## src/rtl/rc5it_pkg.sv

```systemverilog
package rc5it_pkg;
  typedef enum logic { PH_IDLE = 1'b0, PH_RUN = 1'b1 } rc5it_phase_e;
endpackage

```

## src/rtl/rc5it_keybank.sv

```systemverilog
module rc5it_keybank #(
  parameter int W     = 16,
  parameter int DEPTH = 4,
  parameter int AW    = 2,
  parameter int WAW   = 2
) (
  input  logic           clk,
  input  logic           we,
  input  logic [WAW-1:0] waddr,
  input  logic [W-1:0]   wdata,
  input  logic [AW-1:0]  raddr,
  output logic [W-1:0]   rdata
);
  logic [W-1:0] mem [DEPTH];
  logic         addr_ok;

  assign addr_ok = (int'(waddr) < DEPTH);

  always_ff @(posedge clk) begin
    if (we && addr_ok) mem[waddr[AW-1:0]] <= wdata;
  end

  assign rdata = mem[raddr];
endmodule

```

## src/rtl/rc5it_mix.sv

```systemverilog
module rc5it_mix #(
  parameter int W = 16
) (
  input  logic         init,
  input  logic [W-1:0] hi,
  input  logic [W-1:0] lo,
  input  logic [W-1:0] k_even,
  input  logic [W-1:0] k_odd,
  output logic [W-1:0] hi_nx,
  output logic [W-1:0] lo_nx
);
  localparam int LGW = $clog2(W);

  function automatic logic [W-1:0] rotl(input logic [W-1:0] x, input logic [LGW-1:0] amt);
    logic [2*W-1:0] dbl;
    dbl = {x, x} << amt;
    return dbl[2*W-1:W];
  endfunction

  function automatic logic [W-1:0] mix(input logic [W-1:0] x, input logic [W-1:0] y,
                                       input logic [W-1:0] k);
    return rotl(x ^ y, y[LGW-1:0]) + k;
  endfunction

  logic [W-1:0] hi_rnd;

  always_comb begin
    hi_rnd = mix(hi, lo, k_even);
    if (init) begin
      hi_nx = hi + k_even;
      lo_nx = lo + k_odd;
    end else begin
      hi_nx = hi_rnd;
      lo_nx = mix(lo, hi_rnd, k_odd);
    end
  end
endmodule

```

## src/rtl/rc5it_ctrl.sv

```systemverilog
module rc5it_ctrl
  import rc5it_pkg::*;
#(
  parameter int R  = 3,
  parameter int AW = 2
) (
  input  logic          clk,
  input  logic          rst,
  input  logic          msg_we,
  output logic          start,
  output logic          last,
  output logic          busy,
  output logic [AW-1:0] rnd,
  output logic          done
);
  rc5it_phase_e phase;

  assign busy  = (phase == PH_RUN);
  assign start = !busy && msg_we;
  assign last  = busy && (rnd == AW'(R));

  always_ff @(posedge clk) begin
    if (rst) begin
      phase <= PH_IDLE;
      rnd   <= '0;
      done  <= 1'b0;
    end else begin
      done <= last;
      if (start) begin
        phase <= PH_RUN;
        rnd   <= AW'(1);
      end else if (last) begin
        phase <= PH_IDLE;
        rnd   <= '0;
      end else if (busy) begin
        rnd <= rnd + AW'(1);
      end
    end
  end

  p_start_r5: assert property (@(posedge clk) disable iff (rst)
    start |=> busy && rnd == AW'(1));
  p_step_r9: assert property (@(posedge clk) disable iff (rst)
    busy && !last |=> busy && rnd == $past(rnd) + AW'(1));
  p_finish_r5: assert property (@(posedge clk) disable iff (rst)
    last |=> done && !busy);
  p_pulse_r6: assert property (@(posedge clk) disable iff (rst)
    done |=> !done);
endmodule

```

## src/rtl/rc5_iter_enc.sv

```systemverilog
module rc5_iter_enc #(
  parameter int W    = 16,
  parameter int R    = 3,
  parameter int IDXW = $clog2(2*R+2)
) (
  input  logic            clk,
  input  logic            rst,
  input  logic            key_we,
  input  logic [IDXW-1:0] key_idx,
  input  logic [W-1:0]    key_data,
  input  logic            msg_we,
  input  logic [2*W-1:0]  msg,
  output logic            done,
  output logic [2*W-1:0]  ctext
);
  localparam int DEPTH = R + 1;
  localparam int AW    = (DEPTH > 1) ? $clog2(DEPTH) : 1;
  localparam int WAW   = (IDXW > 1) ? IDXW - 1 : 1;

  logic          start, last, busy;
  logic [AW-1:0] rnd, rd_addr;
  logic [W-1:0]  bank_rd [2];
  logic [W-1:0]  hi_q, lo_q, hi_in, lo_in, hi_nx, lo_nx;
  logic [WAW-1:0] wr_addr;

  assign wr_addr = WAW'(key_idx >> 1);
  assign rd_addr = busy ? rnd : '0;

  for (genvar g = 0; g < 2; g++) begin : g_bank
    rc5it_keybank #(.W(W), .DEPTH(DEPTH), .AW(AW), .WAW(WAW)) u_bank (
      .clk   (clk),
      .we    (key_we && (key_idx[0] == 1'(g))),
      .waddr (wr_addr),
      .wdata (key_data),
      .raddr (rd_addr),
      .rdata (bank_rd[g])
    );
  end

  rc5it_ctrl #(.R(R), .AW(AW)) u_ctrl (
    .clk    (clk),
    .rst    (rst),
    .msg_we (msg_we),
    .start  (start),
    .last   (last),
    .busy   (busy),
    .rnd    (rnd),
    .done   (done)
  );

  assign hi_in = start ? msg[2*W-1:W] : hi_q;
  assign lo_in = start ? msg[W-1:0]   : lo_q;

  rc5it_mix #(.W(W)) u_mix (
    .init   (start),
    .hi     (hi_in),
    .lo     (lo_in),
    .k_even (bank_rd[0]),
    .k_odd  (bank_rd[1]),
    .hi_nx  (hi_nx),
    .lo_nx  (lo_nx)
  );

  always_ff @(posedge clk) begin
    if (rst) begin
      hi_q  <= '0;
      lo_q  <= '0;
      ctext <= '0;
    end else begin
      if (start || busy) begin
        hi_q <= hi_nx;
        lo_q <= lo_nx;
      end
      if (last) ctext <= {hi_nx, lo_nx};
    end
  end

  p_hold_r8: assert property (@(posedge clk) disable iff (rst)
    !done |-> $stable(ctext));
  p_words_r10: assert property (@(posedge clk) disable iff (rst)
    done |-> ctext == {hi_q, lo_q});
endmodule

```

## config.mk

```make
export PLATFORM = sky130hd
export DESIGN_NAME = rc5_iter_enc
export DESIGN_NICKNAME = d
export VERILOG_FILES = /design/src/rtl/rc5it_pkg.sv /design/src/rtl/rc5it_keybank.sv /design/src/rtl/rc5it_mix.sv /design/src/rtl/rc5it_ctrl.sv /design/src/rtl/rc5_iter_enc.sv
export SDC_FILE = /design/constraint.sdc
export NUM_CORES = 1
export LEC_CHECK = 0
export BUFFER_PORTS_ARGS = -buffer_cell sky130_fd_sc_hd__buf_2
export CAP_MARGIN = 20
export CELL_PAD_IN_SITES_DETAIL_PLACEMENT = 2
export CELL_PAD_IN_SITES_GLOBAL_PLACEMENT = 2
export CORE_MARGIN = 3
export CORE_UTILIZATION = 46
export CTS_BUF_LIST = sky130_fd_sc_hd__clkbuf_8
export CTS_CLUSTER_DIAMETER = 80
export DETAILED_ROUTE_END_ITERATION = 7
export GPL_TIMING_DRIVEN = 1
export PLACE_DENSITY = 0.95
export SYNTH_ARGS = -nofsm -noshare
export SYNTH_HDL_FRONTEND = slang
export SYNTH_HIERARCHICAL = 1
export SYNTH_SLANG_ARGS = --single-unit
```

## constraint.sdc

```tcl
create_clock -name clk -period 23.8 [get_ports clk]
set_input_delay 2.38 -clock clk [delete_from_list [all_inputs] [get_ports clk]]
set_output_delay 2.38 -clock clk [all_outputs]
set_load 0.01 [all_outputs]
```

==> flow_summary.toml, run 1 <==
[yosys]
yosys.area.top_type = "edfxtp_1"
yosysUniqueCellTypes = 83
synth_area_leaders = "edfxtp_1 (31%), dfxtp_1 (11%), mux2i_1 (5.6%)"
ys_seq_area_share_pct = 41.6
syn-num-nets = 1237
ys_warn_count = 6
synth_top_area_share_pct = 30.8
synth_area_um2 = 12500
synth_cells = 1130
synth_seq_cells = 196
synth_edf_count = 128
async_reset_ff_share_pct = 0
syn_area_per_cell_um2 = 11.1
synthFlopType = "edfxtp_1"

[timing]
clock_skew_ns = 0.0341
post-route-period-util_pct = 50.6
relSlewSlack_pct = 30.6
whs_ns = 0.508
period_minus_slack_ns = 12.04
finalHoldViolCount = 0
tns_ns = 0
finalSetupViolations = 0
grt_setup_unrepaired = "false"
worst_slew_pin_slew_ns = 1.04
slew_violations = 0
fin_ws_ns = 11.76
fmax_mhz = 83.0

[cts]
clk_path_buf_depth = 2
cts_tree = "done"
clkSlewWorstSetupHoldPaths_ns = 0.12
cts_made_buffers = 17
worstSkewPairLatency_ns = 0.50
htree_num_levels = 4
cts_resized = 0
hold_buffers = 0
cts_setup_buffers = 0
cts_root_buffer = "clkbuf_8"
cts_sinks = 196

[min_path]
worstHoldPathType = "flop to flop"

[die]
dieHeight_um = 171
row_count = 59
fp.dieW_um = 171
core_um2 = 26400
die_area_um2 = 29200
io_pins = 88
initial_core_util_pct = 47.4

[final_layout]
register_area_um2 = 5210
multiInputGateArea_um2 = 6710
final_nets = 1281
layout-drive-gt1-share_pct = 18.4
final_common_cell = "edfxtp_1"
fill_cells = 2661
layout_common_cells = "edfxtp_1 (128), nor2_1 (92), buf_2 (87)"
final_util_pct = 50.8
syn_to_final_growth_pct = 7.10
n_antenna_cell = 0

[placed_design]
post-dp-hpwl_um = 32400
io_buffers = 87
place_congestion = 0.907
place_ws_ns = 11.72

[drt]
drtPass1Iterations = 5
vias = 9718
routed_wl_um = 44300
first_iter_violations = 936
antenna_left = 0
via_per_inst = 6.39
wl_per_cell_um = 29.1
drc = 0

[global_routing]
gr-total-overflow = 0
grt_pass1_vias = 10500
grt_pass1_wl_um = 66200
grt_start_max_net_pins = 81
antenna_found_initial = 0
grt.total_usage_pct = 30.4

[run_status]
status = "completed"

[setup_path]
critPathKind = "input port to flop"
crit_slowest_cell = "buf_4"
cp_max_fo = 80
crit_arrival_ns = 12.46
cp_data_required_time_ns = 24.22
cp-start-kind = "input port"
rrSetupSlack_ns = 12.92
slowest_delay_ns = 0.76
endpoint_kind = "flop"

[flow_run]
max_cap_viol_count = 0
[cell usage after synthesis (5+ instances only)]
| cell type | number |
|---|---|
| a211oi_1 | 6 |
| a21boi_0 | 9 |
| a21o_1 | 11 |
| a21oi_1 | 83 |
| a31oi_1 | 5 |
| and2_1 | 6 |
| and3_1 | 8 |
| buf_2 | 14 |
| buf_6 | 13 |
| clkbuf_1 | 32 |
| clkbuf_8 | 5 |
| dfxtp_1 | 68 |
| edfxtp_1 | 128 |
| ha_1 | 49 |
| inv_1 | 28 |
| mux2_1 | 8 |
| mux2_2 | 40 |
| mux2i_1 | 70 |
| mux4_1 | 13 |
| mux4_2 | 29 |
| nand2_1 | 66 |
| nand2b_1 | 9 |
| nand3_1 | 11 |
| nand3b_1 | 5 |
| nor2_1 | 92 |
| nor2b_1 | 12 |
| nor3_1 | 17 |
| o211ai_1 | 5 |
| o21a_1 | 7 |
| o21ai_0 | 79 |
| o21ai_1 | 17 |
| or3b_1 | 34 |
| xnor2_1 | 45 |
| xnor3_1 | 6 |
| xor2_1 | 14 |
[path summary, 6_finish.rpt]
check                                               to  depth (start not counted)                     start
worst max-delay path             lo_q[14]$_SDFFE_PP0P_                         37                    msg_we
worst min-delay path            ctext[11]$_SDFFE_PP0P_                          2    ctext[11]$_SDFFE_PP0P_
worst max register to register   lo_q[14]$_SDFFE_PP0P_                         37  u_ctrl/busy$_SDFFE_PP0P_
worst min register to register  ctext[11]$_SDFFE_PP0P_                          2    ctext[11]$_SDFFE_PP0P_
[state kept, by name, indices dropped and copies added (netlist names)]
register,count
u_ctrl/rnd,2
g_bank.u_bank/mem,128
hi_q,16
lo_q,16
u_ctrl/busy,1
u_ctrl/done,1
ctext,32
[logic make-up (layout without fill, tap and decap cells)]
| group | after synthesis | count (layout) | share of synthesized area [%] |
|---|---|---|---|
| AO/OA/AOI/OAI | 270 | 270 | 13.1 |
| buffers and inverters | 104 | 161 | 4.81 |
| AND/OR/NAND/NOR | 281 | 281 | 11.6 |
| XOR/XNOR | 67 | 67 | 5.54 |
| flip-flops | 196 | 196 | 41.7 |
| adder cells (fa/ha/maj) | 52 | 52 | 5.39 |
| multiplexers | 160 | 160 | 17.9 |
[layer usage]
metal / global-route usage, % / wire [µm] / vias up
met1: 39.2 / 18700 / 4974
met5: 0 / 0 / -
met2: 51.9 / 21600 / 338
li1: - / - / 4319
met3: 5.27 / 2490 / 87
met4: 10.2 / 1450 / 0
[worst max-delay path: cells and delay by family]
kind | cells | cell delay [ns]
AO/OA/AOI/OAI | 17 | 4.41
multiplexers | 6 | 1.66
buffers and inverters | 4 | 1.06
adder cells (fa/ha/maj) | 4 | 1.21
AND/OR/NAND/NOR | 4 | 1.01
XOR/XNOR | 2 | 0.66
[through the flow]
stage | area, µm² | cells
floorplan | 12500 | 1130
global placement | 13000 | 1490
detailed placement | 13000 | 1490
CTS | 13400 | 1522
global route | 13400 | 1522
finish | 13400 | 1522
[layout make-up]
cell class / instances / area share [%]
repair buffers: 99 / 3.93
well taps: 335 / 3.13
multi-input cells: 830 / 50.2
flip-flops and latches: 196 / 38.9
clock inverters: 15 / 1.29
inverters: 30 / 0.841
clock buffers: 17 / 1.75
Power of run 1 is not shown: default switching activity piles up to over one toggle a cycle in this logic, so the estimate is an artifact.
==> run 2: changes to the inputs <==
--- a/config.mk
+++ b/config.mk
@@ -10,12 +10,12 @@
 export CELL_PAD_IN_SITES_DETAIL_PLACEMENT = 2
 export CELL_PAD_IN_SITES_GLOBAL_PLACEMENT = 2
 export CORE_MARGIN = 3
-export CORE_UTILIZATION = 46
+export CORE_UTILIZATION = 38
 export CTS_BUF_LIST = sky130_fd_sc_hd__clkbuf_8
 export CTS_CLUSTER_DIAMETER = 80
 export DETAILED_ROUTE_END_ITERATION = 7
 export GPL_TIMING_DRIVEN = 1
-export PLACE_DENSITY = 0.95
+export PLACE_DENSITY = 0.86
 export SYNTH_ARGS = -nofsm -noshare
 export SYNTH_HDL_FRONTEND = slang
 export SYNTH_HIERARCHICAL = 1
==> constraint.sdc (replaced) <==
create_clock -name clk -period 10.1 [get_ports clk]
set_input_delay 1.01 -clock clk [delete_from_list [all_inputs] [get_ports clk]]
set_output_delay 1.01 -clock clk [all_outputs]
set_load 0.01 [all_outputs]
==> run 2 against run 1 <==
Compared with the run above:
- global-route usage decreased by 7.1 points
- critical path depth stayed put
- hold slack worse by 0.0037 ns
- clock skew decreased by 0.0054 ns
- routed wire length shrank 7.1%
- cell count up 6.8%
- die area increased by 20%
- non-clock buffer count grew 4
- critical path type unchanged
- critical endpoint unchanged
==> flow_summary.toml, run 2 (synthesized netlist as in run 1, its figures left out) <==
[run_status]
status = "completed"

[min_path]
worstHoldPathType = "flop to flop"
min_from = "ctext[31]$_SDFFE_PP0P_"
hold_depth = 2
hold_end = "ctext[31]$_SDFFE_PP0P_"

[timing]
post-route-period-util_pct = 92.0
fmax_mhz = 108
fin_ws_ns = 0.803
relSlewSlack_pct = 28.4
finalSetupViolations = 0
whs_ns = 0.504
tns_ns = 0
clock_skew_ns = 0.0287
period_minus_slack_ns = 9.30
grt_setup_unrepaired = "false"
slew_violations = 0
finalHoldViolCount = 0
worst_slew_pin_slew_ns = 1.07

[die]
io_pins = 88
die_area_um2 = 35100
initial_core_util_pct = 39.1
dieHeight_um = 187
core_um2 = 32000
fp.dieW_um = 187
row_count = 65

[cts]
cts_root_buffer = "clkbuf_8"
cts_sinks = 196
clk_path_buf_depth = 2
worstSkewPairLatency_ns = 0.50
clkSlewWorstSetupHoldPaths_ns = 0.12
cts_made_buffers = 17
hold_buffers = 0
cts_tree = "done"
htree_num_levels = 4

[placed_design]
post-dp-hpwl_um = 31700
io_buffers = 87
place_ws_ns = 0.0544
place_congestion = 0.906

[setup_path]
path_common_cell = "o21ai_0"
endpoint_kind = "flop"
rrSetupSlack_ns = 0.99
crit_slowest_cell = "fa_1"
cp_max_fo = 84
crit_arrival_ns = 9.73
cp_data_required_time_ns = 10.53
path_delay_family = "compound AO/OA/AOI/OAI gates"
slowest_delay_ns = 0.48
critPathBufInv = 4
critPathKind = "input port to flop"
cp-start-kind = "input port"
rr_startpoint = "u_ctrl/busy$_SDFFE_PP0P_"
rr_endpoint = "lo_q[14]$_SDFFE_PP0P_"
worstRegToRegCells = 36

[final_layout]
final_util_pct = 42.3
final_common_cell = "edfxtp_1"
layout-drive-gt1-share_pct = 18.8
n_antenna_cell = 0
syn_to_final_growth_pct = 8.29
layout_common_cells = "edfxtp_1 (128), nor2_1 (92), buf_2 (87)"
largest_reg_flops = 128
final_nets = 1286

[drt]
drtPass1Iterations = 5
antenna_left = 0
first_iter_violations = 691
wl_per_cell_um = 25.3
routed_wl_um = 41100
via_per_inst = 5.75
drc = 0
vias = 9355

[global_routing]
grt.total_usage_pct = 23.2
grt_pass1_vias = 9992
antenna_found_initial = 0
grt_start_max_net_pins = 85
gr-total-overflow = 0
grt_pass1_wl_um = 62500

[flow_run]
max_cap_viol_count = 0
## run 2: cell types whose count changed in the layout (fill, tap and decap cells not counted), moves of 2 or more
cell | before | now
clkinv_4 | 0 | 2
inv_6 | 6 | 4
buf_4 | 12 | 15
inv_12 | 2 | 0
clkinv_8 | 4 | 1
inv_8 | 1 | 4
## run 2: metal layers
metal,vias to the layer above,global-route usage (%),share of wire (%)
met5,-,0,0
met2,210,39.2,48
met4,0,4.42,1.1
met1,4807,31.5,45
li1,4311,-,-
met3,27,4.40,5.3
## run 2: cell type report
class,count,area (µm²)
multi-input cells,831,6730
clock buffers,17,234
well taps,435,544
flip-flops and latches,196,5210
inverters,30,113
clock inverters,14,134
fillers,3389,18400
repair buffers,103,568
## run 2: worst max path at each step
stage                start                     to  slack (ns)  cells after the start
floorplan           msg_we  lo_q[14]$_SDFFE_PP0P_        1.93                     39
global placement    msg_we  lo_q[14]$_SDFFE_PP0P_        0.46                     38
detailed placement  msg_we  lo_q[14]$_SDFFE_PP0P_        0.05                     38
CTS                 msg_we  lo_q[14]$_SDFFE_PP0P_        0.55                     38
global route        msg_we  lo_q[14]$_SDFFE_PP0P_        0.09                     37
finish              msg_we  lo_q[14]$_SDFFE_PP0P_        0.80                     37
## run 2: what timing repair did
action,in CTS,in global routing
buffers inserted,0,0
endpoints found under the setup margin,0,6
gates resized for setup,0,2
## run 2: worst min-delay path, cell delays in order (launching register included)
cell and delay (ns):
dfxtp_1 0.34, mux2i_1 0.06, nor2_1 0.07
## run 2: metrics by stage
| step | instance area, µm² | std cells |
|---|---|---|
| after global placement | 13100 | 1594 |
| after detailed placement | 13100 | 1594 |
| after global routing | 13500 | 1626 |
| final | 13500 | 1626 |
| after floorplan | 12500 | 1130 |
| after CTS | 13500 | 1625 |
Power of run 2 is left out for the same reason.
==> run 3: changes to the inputs <==
--- a/config.mk
+++ b/config.mk
@@ -10,13 +10,12 @@
 export CELL_PAD_IN_SITES_DETAIL_PLACEMENT = 2
 export CELL_PAD_IN_SITES_GLOBAL_PLACEMENT = 2
 export CORE_MARGIN = 3
-export CORE_UTILIZATION = 38
+export CORE_UTILIZATION = 36
 export CTS_BUF_LIST = sky130_fd_sc_hd__clkbuf_8
 export CTS_CLUSTER_DIAMETER = 80
 export DETAILED_ROUTE_END_ITERATION = 7
 export GPL_TIMING_DRIVEN = 1
-export PLACE_DENSITY = 0.86
+export PLACE_DENSITY = 0.87
 export SYNTH_ARGS = -nofsm -noshare
 export SYNTH_HDL_FRONTEND = slang
-export SYNTH_HIERARCHICAL = 1
 export SYNTH_SLANG_ARGS = --single-unit
==> run 3 against run 2 <==
Compared with the run above:
- area after synthesis is 2.3% lower
- flip-flop and latch count is the same
- first-iteration DRC count increased by 11%
- die area up 3.1%
- hold slack got worse by 0.038 ns
- count of clock-buffer cells in the layout stayed put
- sequential share of layout area shrank 0.14 points
- via count increased by 15%
- global-route usage increased by 3.5 points
- clock skew shrank 0.0072 ns
- cell area grew 0.37%
- highest routed layer unchanged
==> flow_summary.toml, run 3 <==
[yosys]
yosysUniqueCellTypes = 75
ys_warn_count = 0
synthFlopType = "edfxtp_1"
ys_seq_area_share_pct = 42.6
yosys.area.top_type = "edfxtp_1"
async_reset_ff_share_pct = 0
synth_edf_count = 128
synth_area_leaders = "edfxtp_1 (31%), dfxtp_1 (11%), nand2_1 (7.9%)"
synth_seq_cells = 196
ys_top_cells_by_count = "nand2_1 (257), edfxtp_1 (128), nor2_1 (115), a21oi_1 (108), dfxtp_1 (68)"
synth_area_um2 = 12200
synth_cells = 1329
synth_top_area_share_pct = 31.5
syn-num-nets = 1432
yosysMostFrequentCell = "nand2_1"
syn_area_per_cell_um2 = 9.19

[min_path]
hold_depth = 2
worstHoldPathType = "flop to flop"
min_from = "ctext[19]$_SDFFE_PP0P_"

[placed_design]
place_ws_ns = 0.0958
placed_cell_area_um2 = 13200
post-dp-hpwl_um = 36800
io_buffers = 87
place_congestion = 0.935

[drt]
met1_length_um = 20000
antenna_left = 0
wl_per_cell_um = 25.9
drtPass1Iterations = 5
first_iter_violations = 770
via_per_inst = 5.83
drc = 0
vias = 10800
routed_wl_um = 48000
wl_met3_um = 1980
wl_met2_um = 23500
top_layer_used = "met4"

[die]
core_um2 = 32900
initial_core_util_pct = 37.1
fp.dieW_um = 190
io_pins = 88
die_area_um2 = 36200
row_count = 66
dieHeight_um = 190

[timing]
clock_skew_ns = 0.0215
slew_violations = 0
post-route-period-util_pct = 90.7
finalHoldViolCount = 0
relSlewSlack_pct = 31.1
fmax_mhz = 109
finalSetupViolations = 0
fin_ws_ns = 0.944
worst_slew_pin_slew_ns = 1.03
tns_ns = 0
whs_ns = 0.466
period_minus_slack_ns = 9.16
grt_setup_unrepaired = "false"

[setup_path]
crit_slowest_cell = "fa_1"
critPathKind = "input port to flop"
critical_path.startpoint = "msg_we"
endpoint_kind = "flop"
slowest_delay_ns = 0.54
worstRegToRegCells = 37
path_common_cell = "a21oi_1"
cp_data_required_time_ns = 10.53
cp-start-kind = "input port"
cp_max_fo = 19
crit_arrival_ns = 9.59
rr_startpoint = "u_ctrl.busy$_SDFFE_PP0P_"

[global_routing]
grt_start_max_net_pins = 70
grt.total_usage_pct = 26.7
grt_pass1_vias = 11700
grt_pass1_wl_um = 72500
gr-total-overflow = 0
antenna_found_initial = 1

[final_layout]
final_common_cell = "nand2_1"
n_antenna_cell = 0
syn_to_final_growth_pct = 11.2
final_nets = 1498
layout-drive-gt1-share_pct = 14.0
fill_cells = 3579
largest_reg_flops = 128
layout_common_cells = "nand2_1 (256), edfxtp_1 (128), nor2_1 (113)"
stdcell_area_um2 = 13600

[cts]
clk_path_buf_depth = 2
htree_num_levels = 4
worstSkewPairLatency_ns = 0.50
cts_tree = "done"
cts_made_buffers = 17
clkSlewWorstSetupHoldPaths_ns = 0.11
cts_sinks = 196
cts_root_buffer = "clkbuf_8"

[flow_run]
max_cap_viol_count = 0

[run_status]
status = "completed"
[run 3: cell types whose count changed after synthesis, sizes merged, moves of 21 or more]
cell | previous run | this run
a21oi | 83 | 109
nand2 | 66 | 257
nor2b | 12 | 34
a31oi | 5 | 35
nor2 | 92 | 115
or3b | 34 | 0
mux4 | 42 | 4
o21ai | 96 | 46
mux2 | 48 | 12
a211oi | 6 | 60
clkbuf | 39 | 60
[run 3: critical path: cells and delay by family]
kind / cells / cell delay [ns]
AOI/OAI and AO/OA: 18 / 3.93
adders and majority gates: 4 / 1.68
muxes: 4 / 1.38
and+or+nand+nor: 5 / 0.82
xor gates and xnor gates: 3 / 0.58
buffers and inverters: 1 / 0.17
[run 3: path summary, 6_finish.rpt]
path | to | slack (ns)
worst max-delay path | lo_q[14]$_SDFFE_PP0P_ | 0.94
worst min-delay path | ctext[19]$_SDFFE_PP0P_ | 0.47
worst max register to register | lo_q[14]$_SDFFE_PP0P_ | 0.97
worst min register to register | ctext[19]$_SDFFE_PP0P_ | 0.47
[run 3: layout make-up]
class,count,area [µm²],area share [%]
well taps,442,553,4.07
flip-flops and latches,196,5210,38.3
inverters,11,41.3,0.304
clock inverters,15,129,0.949
clock buffers,17,234,1.72
repair buffers,124,717,5.28
multi-input cells,1045,6700,49.3
[run 3: routing by layer]
metal / GRT usage, % / up-vias
met4: 13.4 / 0
met1: 32.5 / 5459
li1: - / 4972
met3: 5.12 / 103
met2: 45.3 / 254
met5: 0 / -
[run 3: kinds of logic (layout without fill, tap and decap cells)]
group	after synthesis	after routing	share of synthesized area, %
AOI/OAI and AO/OA	351	351	18.9
xor gates and xnor gates	85	85	6.49
adders and majority gates	48	48	5.10
buffers and inverters	88	167	2.93
DFF	196	196	42.6
muxes	82	82	7.28
and+or+nand+nor	479	479	16.7
[run 3: what timing repair did]
| item | in CTS | in global routing |
|---|---|---|
| gates resized for setup | 0 | 5 |
| buffers inserted | 0 | 0 |
| endpoints found under the setup margin | 0 | 10 |
| hold buffers | 0 | 0 |
[run 3: stage by stage]
stage	instances	utilization, %
floorplan	1329	-
global placement	1818	40.1
detailed placement	1818	40.1
CTS	1850	41.2
global route	1850	41.2
finish	1850	41.2
Power of run 3 is left out for the same reason.
